===== config.mk =====
export PLATFORM = sky130hd
export DESIGN_NAME = i2c_eeprom_master
export DESIGN_NICKNAME = d
export VERILOG_FILES = /design/src/rtl/i2c_eeprom_master.sv
export SDC_FILE = /design/constraint.sdc
export NUM_CORES = 1
export LEC_CHECK = 0
export BUFFER_PORTS_ARGS = -buffer_cell sky130_fd_sc_hd__buf_2
export CORE_MARGIN = 3
export CORE_UTILIZATION = 30
export DETAILED_ROUTE_END_ITERATION = 10
export PLACE_DENSITY = 0.51
export REMOVE_ABC_BUFFERS = 1
export SYNTH_ARGS = -nofsm -noshare
export SYNTH_HDL_FRONTEND = slang
export SYNTH_SLANG_ARGS = --single-unit

===== constraint.sdc =====
create_clock -name clk -period 2.52 [get_ports clk]
set_clock_uncertainty 0.05 [all_clocks]
set_input_delay 0.126 -clock clk [delete_from_list [all_inputs] [get_ports clk]]
set_output_delay 0.126 -clock clk [all_outputs]
set_load 0.005 [all_outputs]

===== src/rtl/i2c_eeprom_master.sv =====
module i2c_eeprom_master #(
  parameter int QDIV = 4,
  parameter logic [6:0] DEV_ADDR = 7'b1010000,
  parameter int MAX_TRIES = 3
) (
  input  logic       clk,
  input  logic       rst_n,
  input  logic       go,
  input  logic       rd,
  input  logic [7:0] reg_addr,
  input  logic [7:0] wr_data,
  output logic [7:0] rd_data,
  output logic       done,
  output logic       err,
  output logic       scl_drv_low,
  output logic       sda_drv_low,
  input  logic       sda_in
);
  localparam int DW = (QDIV > 1) ? $clog2(QDIV) : 1;
  localparam int TW = $clog2(MAX_TRIES + 1);
  localparam logic [DW-1:0] DLAST = DW'(QDIV - 1);
  localparam logic [TW-1:0] TLAST = TW'(MAX_TRIES - 1);

  typedef enum logic [1:0] {SY_IDLE, SY_START, SY_BIT, SY_STOP} sym_t;
  typedef enum logic [2:0] {PH_AW, PH_REG, PH_DAT, PH_AR, PH_RX} ph_t;

  sym_t          sym;
  ph_t           ph;
  logic [DW-1:0] dcnt;
  logic [1:0]    q;
  logic [3:0]    bcnt;
  logic [TW-1:0] tries;
  logic [7:0]    sh, ra_l, wd_l, txb;
  logic          rd_l, ack_ok;

  always_comb begin
    unique case (ph)
      PH_AW:   txb = {DEV_ADDR, 1'b0};
      PH_REG:  txb = ra_l;
      PH_DAT:  txb = wd_l;
      default: txb = {DEV_ADDR, 1'b1};
    endcase
  end

  wire [1:0] nq     = q + 2'd1;
  wire       is_ack = bcnt[3];
  wire       txbit  = txb[3'd7 - bcnt[2:0]];
  wire       tick   = (sym != SY_IDLE) && (dcnt == DLAST);

  always_ff @(posedge clk) begin
    if (!rst_n) begin
      sym <= SY_IDLE;
      ph <= PH_AW;
      dcnt <= '0;
      q <= '0;
      bcnt <= '0;
      tries <= '0;
      sh <= '0;
      ra_l <= '0;
      wd_l <= '0;
      rd_l <= 1'b0;
      ack_ok <= 1'b0;
      rd_data <= '0;
      done <= 1'b0;
      err <= 1'b0;
      scl_drv_low <= 1'b0;
      sda_drv_low <= 1'b0;
    end else begin
      done <= 1'b0;
      if (sym == SY_IDLE) begin
        dcnt <= '0;
        if (go) begin
          rd_l <= rd;
          ra_l <= reg_addr;
          wd_l <= wr_data;
          err <= 1'b0;
          tries <= '0;
          ph <= PH_AW;
          bcnt <= '0;
          q <= 2'd0;
          scl_drv_low <= 1'b1;
          sym <= SY_START;
        end
      end else if (!tick) begin
        dcnt <= dcnt + 1'b1;
      end else begin
        dcnt <= '0;
        q <= nq;
        unique case (nq)
          2'd0: begin
            unique case (sym)
              SY_START: begin
                sym <= SY_BIT;
                bcnt <= '0;
                scl_drv_low <= 1'b1;
              end
              SY_STOP: begin
                sym <= SY_IDLE;
                done <= 1'b1;
              end
              default: begin
                scl_drv_low <= 1'b1;
                if (!is_ack) begin
                  bcnt <= bcnt + 4'd1;
                end else if (ph == PH_RX) begin
                  rd_data <= sh;
                  sym <= SY_STOP;
                end else if (ack_ok) begin
                  tries <= '0;
                  bcnt <= '0;
                  unique case (ph)
                    PH_AW:  ph <= PH_REG;
                    PH_REG: if (rd_l) begin
                      ph <= PH_AR;
                      sym <= SY_START;
                    end else begin
                      ph <= PH_DAT;
                    end
                    PH_DAT: sym <= SY_STOP;
                    default: ph <= PH_RX;
                  endcase
                end else if (tries == TLAST) begin
                  err <= 1'b1;
                  sym <= SY_STOP;
                end else begin
                  tries <= tries + 1'b1;
                  bcnt <= '0;
                end
              end
            endcase
          end
          2'd1: sda_drv_low <= (sym == SY_STOP) ||
                               (sym == SY_BIT && ph != PH_RX && !is_ack && !txbit);
          2'd2: scl_drv_low <= 1'b0;
          default: begin
            unique case (sym)
              SY_START: sda_drv_low <= 1'b1;
              SY_STOP:  sda_drv_low <= 1'b0;
              default: begin
                if (is_ack) ack_ok <= !sda_in;
                else if (ph == PH_RX) sh <= {sh[6:0], sda_in};
              end
            endcase
          end
        endcase
      end
    end
  end
endmodule



==> flow_summary.toml <==
[run_status]
outcome = "finished clean"

[global_routing]
grt_antenna_before_repair = 0
grt_overflow = 0
grtUsageTotal_pct = 10.8
grt_pass1_vias = 1827
grt_max_degree = 29
grt_pass1_wl_um = 8730

[finish]
nFillCells = 882
drive_above_1_share_pct = 16.8
syn_to_final_growth_pct = 13.6
antenna_cells = 0
finalNetCount = 336

[min_path]
holdPathEnd = "ra_l[3]"
hold_start = "reg_addr[3]"
worstHoldPathType = "in2reg"
whs_path_depth = 3

[sta]
drv_slew = 0
setup_violations = 0
fin_crit_ns = 1.90
rsz0062_at_grt = "no"
final-hold-violation-count = 0
relSlewSlack_pct = 56.1
tns_ns = 0
worst_pin_slew_ns = 0.658
whs_ns = 0.00136
period_share_pct = 75.5
fmax_mhz = 525

[power_and_ir_drop]
max-vdd-ir-drop_mv = 0.240
leakage_nw = 1.18
powerDensity_nw_per_um2 = 527

[cts]
htreeDepth = 2
root_buffer = "clkbuf_8"
clk_pin_slew_ns = 0.10
cts_num_sinks = 53
cts_resized = 0
clk-insertion-delay-late_ns = 0.31
cts_tree = "built"
cts-hold-fix-buffers = 2
cts_buffer_depth = 2
cts_made_buffers = 5
post_cts_buffers = 0

[critical_path]
ff2ff_setup_slack_ns = 0.62
critical_path.top_delay_family = "flip-flops"
crit_path_max_fanout = 13
worstSetupPathType = "reg2reg"
regToRegStartpoint = "sym[1]"
path_cells = "and2b_2 > nand4_2 > o21ai_1 > mux2i_1 > nor2b_1"
cp.arrival_ns = 2.06
required_ns = 2.67
cpPeakStageDelay_ns = 0.58
r2r-end = "ph[1]"
cp-start-kind = "flip-flop"
rr_worst_depth = 5
worst-path-buf-inv = 0
crit_path_top_delay_cell = "dfxtp_1"
crit_path_end_kind = "flip-flop"

[job]
maxCapViolCount = 0

[synth]
syn-cell-area_um2 = 2570
ys.flop_type = "dfxtp_1"
synth-edff-count = 0
ys.warnings.count = 0
synthTopCellsByArea = "dfxtp_1 41%, mux2i_1 9.0%, nand2_1 6.4%"
yosysSeqAreaShare_pct = 41.3
synth_top_area_share_pct = 41.3
synth_common_cells = "53 x dfxtp_1, 44 x nand2_1, 23 x mux2i_1"
synth_cells = 283
synth-async-reset-ratio_pct = 0
synth_top_area_cell = "dfxtp_1"
ys_ff_latch = 53
synth.avg_cell_area_um2 = 9.08
ys_types = 56
yosysMostFrequentCell = "dfxtp_1"

[placement]
place_congestion = 0.739
portBuffers = 32
place_hpwl_um = 3660

[die]
start_util_pct = 31.1
dieArea_um2 = 9710
fp.dieW_um = 98.5
core_area_um2 = 8260
io-pin-count = 33
rows = 33
die_h_um = 98.5

[route]
wire_per_inst_um = 12.4
drc = 0
vias = 1953
drtIter0Drc = 77
routed_wl_um = 5120
drt_pre_antenna_iters = 4
via_per_inst = 4.72
ant_nets = 0
[how the worst max path moves through the flow]
stage,cells past startpoint,endpoint,startpoint
2_1_floorplan,6,bcnt[2],dcnt[0]
5_1_grt,4,wd_l[2],sym[1]
6_report,5,ph[1],sym[1]
3_3_place_gp,6,bcnt[0],dcnt[0]
4_1_cts,6,bcnt[0],dcnt[0]
3_5_place_dp,6,bcnt[0],dcnt[0]
[layer usage]
layer / vias to the layer above / wire length, µm / global-route usage (%)
li1: 1029 / - / -
met1: 900 / 2680 / 15.6
met2: 20 / 2240 / 16.4
met3: 4 / 128 / 2.05
met4: 0 / 72 / 3.15
met5: - / 0 / 0
[kinds of logic after synthesis]
family                     Yosys count  synth area share [%]
adders and majority gates            7                  3.41
muxes                               25                  9.84
AOI/OAI and AO/OA                   55                  15.7
buffers and inverters               24                  4.09
DFF                                 53                  41.3
and+or+nand+nor                    117                  24.9
xor gates and xnor gates             2                 0.682
[final cells by class]
| class | count | area (µm²) | area share, % |
|---|---|---|---|
| inverters | 6 | 22.5 | 0.772 |
| clock buffers | 7 | 96.3 | 3.30 |
| flip-flops and latches | 53 | 1060 | 36.4 |
| repair buffers | 36 | 195 | 6.69 |
| clock inverters | 1 | 8.76 | 0.300 |
| multi-input cells | 206 | 1400 | 48.1 |
| well taps | 105 | 131 | 4.50 |
[registers in the layout, indices dropped and copies added (netlist names), 2 cells and up]
signal / flops
ph: 3
tries: 2
dcnt: 2
ra_l: 8
q: 2
sym: 2
sh: 8
rd_data: 8
bcnt: 4
wd_l: 8
[report_power, final]
group	internal [mW]	switching [mW]	leakage, nW
Clock	0.254	0.285	0.0549
Sequential	0.860	0.0181	0.430
Combinational	0.0571	0.0624	0.695
[stage by stage]
stage	total power, mW	cell area [µm²]	setup WS [ns]	cells	util, %
2_1_floorplan	0.965	2490	0.824	265	-
3_3_place_gp	1.02	2790	0.635	404	33.8
3_5_place_dp	1.02	2790	0.615	404	33.8
4_1_cts	1.56	2920	0.601	414	35.3
5_1_grt	1.61	2920	0.430	414	35.3
6_report	1.54	2920	0.617	414	35.3
[worst register-to-register path, cell delays in order (launching register included)]
cell,delay [ns]
dfxtp_1,0.58
and2b_2,0.29
nand4_2,0.21
o21ai_1,0.37
mux2i_1,0.24
nor2b_1,0.06
[placed cells by master, fill, tap and decap left out, types with 6 or more instances in the layout]
cell type	count
dfxtp_1	53
nand2_1	44
buf_2	32
mux2i_1	23
nor2b_1	21
a21boi_0	14
nor2_1	11
o21ai_0	7
ha_1	7
clkbuf_8	7
inv_1	6
nand3_1	6
nand2b_1	6
Power figures use the tool's default switching activity.
